==> config.mk <==
export PLATFORM = sky130hd
export DESIGN_NAME = tdm_rx
export DESIGN_NICKNAME = d
export VERILOG_FILES = /design/src/rtl/tdm_rx_pkg.sv /design/src/rtl/tdm_rx_sampler.sv /design/src/rtl/tdm_rx_framer.sv /design/src/rtl/tdm_rx_deser.sv /design/src/rtl/tdm_rx_offset.sv /design/src/rtl/tdm_rx.sv
export SDC_FILE = /design/constraint.sdc
export NUM_CORES = 1
export LEC_CHECK = 0
export ABC_AREA = 1
export BUFFER_PORTS_ARGS = -buffer_cell sky130_fd_sc_hd__buf_2
export CAP_MARGIN = 20
export CORE_AREA = 2 2 141 143
export DETAILED_ROUTE_END_ITERATION = 8
export DIE_AREA = 0 0 143 145
export GPL_ROUTABILITY_DRIVEN = 0
export PLACE_DENSITY = 0.75
export REMOVE_ABC_BUFFERS = 1
export SLEW_MARGIN = 20
export SYNTH_ARGS = -nofsm -noshare
export SYNTH_HDL_FRONTEND = slang
export SYNTH_SLANG_ARGS = --single-unit
==> constraint.sdc <==
create_clock -name clk -period 5.25 [get_ports clk]
set_clock_uncertainty 0.05 [all_clocks]
set_input_delay 0.525 -clock clk [delete_from_list [all_inputs] [get_ports clk]]
set_output_delay 0.525 -clock clk [all_outputs]
set_load 0.1 [all_outputs]
==> src/rtl/tdm_rx_pkg.sv <==
// Shared types and helpers for the TDM receiver.
// Assumes samples are at most 16 bits wide.
package tdm_rx_pkg;

    localparam int SAMPLE_W = 16;
    localparam int BITCNT_W = 4;

    typedef enum logic [1:0] {
        WSEL_2  = 2'd0,
        WSEL_4  = 2'd1,
        WSEL_8  = 2'd2,
        WSEL_16 = 2'd3
    } wsel_t;

    // Slot length minus one for a width code.
    function automatic logic [BITCNT_W-1:0] last_bit_idx(input logic [1:0] sel);
        case (wsel_t'(sel))
            WSEL_2:  last_bit_idx = 4'd1;
            WSEL_4:  last_bit_idx = 4'd3;
            WSEL_8:  last_bit_idx = 4'd7;
            default: last_bit_idx = 4'd15;
        endcase
    endfunction

    // Mask that keeps the valid low bits of a sample.
    function automatic logic [SAMPLE_W-1:0] sample_mask(input logic [1:0] sel);
        case (wsel_t'(sel))
            WSEL_2:  sample_mask = 16'h0003;
            WSEL_4:  sample_mask = 16'h000F;
            WSEL_8:  sample_mask = 16'h00FF;
            default: sample_mask = 16'hFFFF;
        endcase
    endfunction

endpackage

==> src/rtl/tdm_rx_sampler.sv <==
// Brings the serial lines into the clk domain and marks the selected
// sampling edge of the bit clock with a one-cycle tick.
// Assumes the bit clock is slower than clk / 4 and that data and sync
// are stable around the sampling edge.
module tdm_rx_sampler #(
    parameter int SYNC_STAGES = 2
) (
    input  logic clk,
    input  logic rst_n,
    input  logic sclk,
    input  logic fsync,
    input  logic sdata,
    input  logic cfg_fall_edge,
    input  logic cfg_sync_low,
    output logic tick,
    output logic sync_act,
    output logic dbit
);

    localparam int LINES = 3;

    logic [LINES-1:0] raw;
    logic [LINES-1:0] synced;
    logic             clk_prev;

    assign raw = {sdata, fsync, sclk};

    // One synchronizer chain per serial line.
    for (genvar g = 0; g < LINES; g++) begin : g_sync
        logic [SYNC_STAGES-1:0] chain;
        // Shift the line through its synchronizer chain.
        always_ff @(posedge clk) begin
            if (!rst_n) chain <= '0;
            else        chain <= {chain[SYNC_STAGES-2:0], raw[g]};
        end
        assign synced[g] = chain[SYNC_STAGES-1];
    end

    // Remember the previous synchronized bit clock level.
    always_ff @(posedge clk) begin
        if (!rst_n) clk_prev <= 1'b0;
        else        clk_prev <= synced[0];
    end

    assign tick     = cfg_fall_edge ? (clk_prev & ~synced[0]) : (~clk_prev & synced[0]);
    assign sync_act = synced[1] ^ cfg_sync_low;
    assign dbit     = synced[2];

endmodule

==> src/rtl/tdm_rx_framer.sv <==
// Tracks frame position: detects the sync, waits the programmed delay,
// then counts bits within a slot and slots within a frame.
// Assumes a new sync may be armed while a frame is still running.
module tdm_rx_framer
    import tdm_rx_pkg::*;
#(
    parameter int CH_W = 8
) (
    input  logic                clk,
    input  logic                rst_n,
    input  logic                tick,
    input  logic                sync_act,
    input  logic [1:0]          cfg_sync_dly,
    input  logic [1:0]          cfg_word_sel,
    input  logic [CH_W-1:0]     cfg_last_chan,
    output logic                bit_take,
    output logic                bit_first,
    output logic                slot_done,
    output logic                frame_done,
    output logic [CH_W-1:0]     slot_chan
);

    logic                sync_prev;
    logic                armed;
    logic [1:0]          dly_cnt;
    logic                running;
    logic [BITCNT_W-1:0] bit_cnt;
    logic [CH_W-1:0]     ch_cnt;

    logic                sync_edge;
    logic                start_now;
    logic [BITCNT_W-1:0] cur_bit;
    logic                last_bit;
    logic                last_ch;

    // Classify the current tick: trigger, frame start and slot position.
    always_comb begin
        sync_edge  = tick & sync_act & ~sync_prev;
        start_now  = (sync_edge & (cfg_sync_dly == 2'd0))
                   | (tick & armed & (dly_cnt == 2'd1));
        bit_take   = start_now | (tick & running);
        cur_bit    = start_now ? '0 : bit_cnt;
        slot_chan  = start_now ? '0 : ch_cnt;
        bit_first  = (cur_bit == '0);
        last_bit   = (cur_bit == last_bit_idx(cfg_word_sel));
        last_ch    = (slot_chan == cfg_last_chan);
        slot_done  = bit_take & last_bit;
        frame_done = slot_done & last_ch;
    end

    // Track the sync level seen at the previous sampling edge.
    always_ff @(posedge clk) begin
        if (!rst_n)    sync_prev <= 1'b0;
        else if (tick) sync_prev <= sync_act;
    end

    // Count down the sync-to-frame delay.
    always_ff @(posedge clk) begin
        if (!rst_n) begin
            armed   <= 1'b0;
            dly_cnt <= 2'd0;
        end else if (sync_edge && cfg_sync_dly != 2'd0) begin
            armed   <= 1'b1;
            dly_cnt <= cfg_sync_dly;
        end else if (tick && armed) begin
            if (dly_cnt == 2'd1) armed <= 1'b0;
            dly_cnt <= dly_cnt - 2'd1;
        end
    end

    // Advance bit and channel counters on each consumed bit.
    always_ff @(posedge clk) begin
        if (!rst_n) begin
            running <= 1'b0;
            bit_cnt <= '0;
            ch_cnt  <= '0;
        end else if (bit_take) begin
            if (last_bit) begin
                bit_cnt <= '0;
                if (last_ch) begin
                    running <= 1'b0;
                    ch_cnt  <= '0;
                end else begin
                    running <= 1'b1;
                    ch_cnt  <= slot_chan + 1'b1;
                end
            end else begin
                running <= 1'b1;
                bit_cnt <= cur_bit + 1'b1;
                ch_cnt  <= slot_chan;
            end
        end
    end

endmodule

==> src/rtl/tdm_rx_deser.sv <==
// Assembles slot bits into a sample in either bit order.
// Assumes bit_first marks the first bit of every slot.
module tdm_rx_deser
    import tdm_rx_pkg::*;
(
    input  logic                clk,
    input  logic                rst_n,
    input  logic                bit_take,
    input  logic                bit_first,
    input  logic                dbit,
    input  logic                cfg_lsb_first,
    input  logic [1:0]          cfg_word_sel,
    output logic [SAMPLE_W-1:0] sample
);

    logic [SAMPLE_W-1:0] shreg;
    logic [SAMPLE_W-1:0] base;
    logic [SAMPLE_W-1:0] nxt;
    logic [4:0]          align;

    // Form the shift register value including the current bit.
    always_comb begin
        base  = bit_first ? '0 : shreg;
        align = 5'd15 - {1'b0, last_bit_idx(cfg_word_sel)};
        if (cfg_lsb_first) begin
            nxt    = {dbit, base[SAMPLE_W-1:1]};
            sample = nxt >> align;
        end else begin
            nxt    = {base[SAMPLE_W-2:0], dbit};
            sample = nxt & sample_mask(cfg_word_sel);
        end
    end

    // Hold the partial sample between bits.
    always_ff @(posedge clk) begin
        if (!rst_n)        shreg <= '0;
        else if (bit_take) shreg <= nxt;
    end

endmodule

==> src/rtl/tdm_rx_offset.sv <==
// Shared buffer offset with programmable wrap and threshold pulses.
// Assumes advances are at least two cycles apart.
module tdm_rx_offset #(
    parameter int OFS_W = 16,
    parameter int N_THR = 2
) (
    input  logic                        clk,
    input  logic                        rst_n,
    input  logic                        advance,
    input  logic [OFS_W-1:0]            cfg_buf_words,
    input  logic [N_THR-1:0][OFS_W-1:0] thr,
    output logic [OFS_W-1:0]            ofs,
    output logic [N_THR-1:0]            hit
);

    logic [OFS_W-1:0] inc;
    logic [OFS_W-1:0] ofs_nxt;

    // Next offset with wrap at the buffer length.
    always_comb begin
        inc     = ofs + 1'b1;
        ofs_nxt = (inc == cfg_buf_words) ? '0 : inc;
    end

    // Step the offset once per completed frame.
    always_ff @(posedge clk) begin
        if (!rst_n)       ofs <= '0;
        else if (advance) ofs <= ofs_nxt;
    end

    // One comparator and pulse register per threshold.
    for (genvar t = 0; t < N_THR; t++) begin : g_thr
        // Pulse when the offset lands on this threshold.
        always_ff @(posedge clk) begin
            if (!rst_n) hit[t] <= 1'b0;
            else        hit[t] <= advance && (ofs_nxt == thr[t]);
        end
    end

endmodule

==> src/rtl/tdm_rx.sv <==
// TDM serial receiver top: samples the serial stream, splits frames
// into slots and issues one write per enabled channel at the shared
// offset. Assumes configuration changes only while reset is held.
module tdm_rx
    import tdm_rx_pkg::*;
#(
    parameter  int CH_W   = 8,
    parameter  int OFS_W  = 16,
    localparam int NUM_CH = 1 << CH_W
) (
    input  logic                clk,
    input  logic                rst_n,
    input  logic                sclk,
    input  logic                fsync,
    input  logic                sdata,
    input  logic                cfg_fall_edge,
    input  logic                cfg_sync_low,
    input  logic [1:0]          cfg_sync_dly,
    input  logic                cfg_lsb_first,
    input  logic [1:0]          cfg_word_sel,
    input  logic [CH_W-1:0]     cfg_last_chan,
    input  logic [NUM_CH-1:0]   chan_active,
    input  logic [OFS_W-1:0]    cfg_buf_words,
    input  logic [OFS_W-1:0]    cfg_thr_a,
    input  logic [OFS_W-1:0]    cfg_thr_b,
    output logic                wr_en,
    output logic [CH_W-1:0]     wr_chan,
    output logic [OFS_W-1:0]    wr_offset,
    output logic [SAMPLE_W-1:0] wr_data,
    output logic                irq_a,
    output logic                irq_b
);

    localparam int N_THR = 2;

    logic                        tick;
    logic                        sync_act;
    logic                        dbit;
    logic                        bit_take;
    logic                        bit_first;
    logic                        slot_done;
    logic                        frame_done;
    logic [CH_W-1:0]             slot_chan;
    logic [SAMPLE_W-1:0]         sample;
    logic [OFS_W-1:0]            ofs_cur;
    logic [N_THR-1:0]            thr_hit;
    logic [N_THR-1:0][OFS_W-1:0] thr_vec;

    assign thr_vec = {cfg_thr_b, cfg_thr_a};

    tdm_rx_sampler #(.SYNC_STAGES(2)) u_sampler (
        .clk           (clk),
        .rst_n         (rst_n),
        .sclk          (sclk),
        .fsync         (fsync),
        .sdata         (sdata),
        .cfg_fall_edge (cfg_fall_edge),
        .cfg_sync_low  (cfg_sync_low),
        .tick          (tick),
        .sync_act      (sync_act),
        .dbit          (dbit)
    );

    tdm_rx_framer #(.CH_W(CH_W)) u_framer (
        .clk           (clk),
        .rst_n         (rst_n),
        .tick          (tick),
        .sync_act      (sync_act),
        .cfg_sync_dly  (cfg_sync_dly),
        .cfg_word_sel  (cfg_word_sel),
        .cfg_last_chan (cfg_last_chan),
        .bit_take      (bit_take),
        .bit_first     (bit_first),
        .slot_done     (slot_done),
        .frame_done    (frame_done),
        .slot_chan     (slot_chan)
    );

    tdm_rx_deser u_deser (
        .clk           (clk),
        .rst_n         (rst_n),
        .bit_take      (bit_take),
        .bit_first     (bit_first),
        .dbit          (dbit),
        .cfg_lsb_first (cfg_lsb_first),
        .cfg_word_sel  (cfg_word_sel),
        .sample        (sample)
    );

    tdm_rx_offset #(.OFS_W(OFS_W), .N_THR(N_THR)) u_offset (
        .clk           (clk),
        .rst_n         (rst_n),
        .advance       (frame_done),
        .cfg_buf_words (cfg_buf_words),
        .thr           (thr_vec),
        .ofs           (ofs_cur),
        .hit           (thr_hit)
    );

    // Register the write for an enabled channel at the end of its slot.
    always_ff @(posedge clk) begin
        if (!rst_n) begin
            wr_en     <= 1'b0;
            wr_chan   <= '0;
            wr_offset <= '0;
            wr_data   <= '0;
        end else begin
            wr_en <= slot_done & chan_active[slot_chan];
            if (slot_done) begin
                wr_chan   <= slot_chan;
                wr_offset <= ofs_cur;
                wr_data   <= sample;
            end
        end
    end

    assign irq_a = thr_hit[0];
    assign irq_b = thr_hit[1];

endmodule

==> flow_summary.ini <==
[run_status]
status = finished clean

[global_routing]
grt.total_usage = 0.307
gr-total-overflow = 0
grt_pass1_vias = 10000
antenna_found_initial = 7
grt_max_degree = 100
grt_pass1_wl_mm = 51.1

[floorplan]
core_sq_um = 19200
design.die.area_sq_um = 20700
placementRows = 51
die_w_um = 143
initial_core_util = 0.438
ios = 367
die_h_um = 145

[yosys]
synth-main-ff-cell = dfxtp_1
ys_warn_count = 0
synth_edf_count = 0
yosysSeqAreaShare = 0.235
ys_types = 43
ys_async_sr_fraction = 0
netlist_top_cells_area = dfxtp_1 24%, nand2_1 20%, nand3_1 15%
synthesis.area_sq_um = 8420
ys_ff_latch = 99
yosys.area.top_type_share = 0.235
syn_avg_cell_area_sq_um = 5.78
synth_cells = 1456
synth_largest_area_cell = dfxtp_1

[setup_path]
arrival_ps = 3850
critPathLaunchType = flip-flop
endpoint_kind = flip-flop
critPathKind = flip-flop to flip-flop
cp_data_required_time_ps = 5450
cp_max_fo = 34

[placement]
dp.final_hpwl_mm = 25.4
place_area_sq_um = 10300
portBuffers = 366
numPlacedInstances = 2007
place_ws_ps = 1350

[timing]
finalSetupViolCount = 0
finalCritPeriodShare = 0.695
min_period_ps = 3650
slew_violations = 0
whs_ps = 308
slew_headroom = 0.309
finalHoldViolCount = 0
setup_ws_ps = 1600
rsz0062_at_grt = no
tns_ps = 0
clock.fmax_ghz = 0.274
tightest_slew_ps = 1040

[clocking]
clock_sinks = 99
clkTransAtPathRegs_ps = 70
cts-htree-levels = 3
cts_tree = done
numCtsBuffers = 9
cts.path.max_buffers = 2
cts_hold_buffers = 0
cts-root-buf = clkbuf_16
post_cts_resize_count = 0
cts_setup_buffers = 0
worst_skew_pair.late_latency_ps = 360

[drt]
post_drt_wl_per_cell_um = 16.5
drt_wl_total_mm = 33.6
routed_via_density = 5.49
vias = 11100
drc = 0
drt_first_pass_iters = 7
drt_iter0_markers = 1011
ant_nets = 0

[pwr]
combPwrFrac = 0.176
totalPowerFinal_mw = 1.71
switching_share = 0.266
netSwitchingPower_mw = 0.454
leakage_nw = 5.17
ir_worst_vdd_uv = 173
power_density_nw_per_um2 = 161
p_int_mw = 1.25
power_frac_clock = 0.373
pwr-share-seq = 0.451

[worst_hold_path]
hp-class = input port to flip-flop

[layout]
area_growth_syn_to_layout_pct = 25.8
finish.utilization = 0.551
finalInstanceArea_sq_um = 10600
drive_gt1_frac = 0.256
fin_nets = 2082
fin_cells = 2029

[flow_run]
max_cap_violations = 0
power by group through the flow:
stage	clock network, mW	logic, mW	registers, mW
final	0.638	0.301	0.769
after CTS	0.648	0.297	0.769
after floorplan	0	0.121	0.786
after detailed placement	0	0.294	0.786
after global placement	0	0.293	0.786
after global routing	0.674	0.330	0.770
final cells by class:
class                      count  area [sq um]
fill                        2012          8620
antenna                        6          15.0
timing repair buffer         378          1930
clock inverter                 4          23.8
multi-input combinational   1131          5540
tap                          265           332
clock buffer                  12           256
sequential                    99          1980
inverter                     134           504
Yosys cell counts (all sizes together), types with 2 or more instances:
| cell type | n |
|---|---|
| o22ai | 21 |
| o21ai | 78 |
| nor2 | 108 |
| xnor2 | 18 |
| nand2 | 448 |
| nand4 | 48 |
| a31oi | 5 |
| clkinv | 2 |
| o21bai | 6 |
| nor3 | 7 |
| o211ai | 7 |
| nand3b | 17 |
| nand3 | 263 |
| inv | 132 |
| xor2 | 9 |
| a21oi | 79 |
| buf | 44 |
| dfxtp | 99 |
| clkbuf | 48 |
| o221ai | 4 |
| ha | 5 |
state kept, by name (all words and copies together) (netlist names):
name and count:
wr_offset 16, u_framer.ch_cnt 8, u_deser.shreg 16, u_framer.sync_prev 1, u_framer.armed 1, u_sampler.g_sync.chain 6
wr_en 1, u_sampler.clk_prev 1, u_framer.bit_cnt 4, u_offset.hit 2, u_offset.ofs 16, u_framer.dly_cnt 2
u_framer.running 1, wr_data 16, wr_chan 8
placed cells by master (no fill, tap or decap), types with 4 or more instances in the layout:
cell type and n:
clkbuf_16 9, buf_2 366, diode_2 6, o21ai_0 74, xnor2_1 18, a21oi_1 79, nor3_1 6, buf_4 11
nand3_1 256, o22ai_2 10, xor2_1 9, nand2_1 442, nor2_1 92, ha_1 5, nand3b_1 17, dfxtp_1 98
o22ai_1 11, inv_2 13, nor2_2 11, o21bai_1 6, o211ai_1 7, inv_1 119, nor2_4 5, nand3_2 4
nand2_2 6, o221ai_1 4, clkinv_2 4, nand4_1 48, a31oi_1 5
final timing paths:
path                                startpoint                            to  slack (ps)  depth (start not counted)
setup / recovery  u_sampler.g_sync[0].chain[1]                    wr_data[7]        1600                         16
hold / removal                            sclk  u_sampler.g_sync[0].chain[0]         310                          3
setup reg to reg  u_sampler.g_sync[0].chain[1]                    wr_data[7]        1600                         16
hold reg to reg   u_sampler.g_sync[2].chain[0]  u_sampler.g_sync[2].chain[1]         370                          2
kinds of logic (layout without fill, tap and decap cells):
kind of cell,Yosys count,in the layout,share of synthesized area
xor gates and xnor gates,28,28,0.0308
buffers and inverters,226,528,0.110
AOI/OAI and AO/OA,205,205,0.142
and+or+nand+nor,893,893,0.474
other,0,6,0
DFF,99,99,0.235
adders and majority gates,5,5,0.00743
routing by layer:
| metal | up-vias | global-route usage | wire (um) |
|---|---|---|---|
| met2 | 597 | 0.483 | 15000 |
| met3 | 116 | 0.0525 | 3300 |
| met5 | - | 0 | 13 |
| met1 | 5011 | 0.403 | 13700 |
| met4 | 2 | 0.151 | 1520 |
| li1 | 5422 | - | - |
worst max-delay path, stage by stage (launching register included):
cell and delay, ps:
dfxtp_1 320, inv_1 50, nand2_1 40, nand2_1 80
nand2_2 90, nor2_4 140, nand3_2 390, nand2_2 490
inv_1 90, nand2_1 130, inv_1 80, o211ai_1 190
nand3_4 300, clkinv_2 340, buf_4 360, o21ai_0 140
o221a_2 240
No activity file was read; power rests on OpenSTA's default activity.
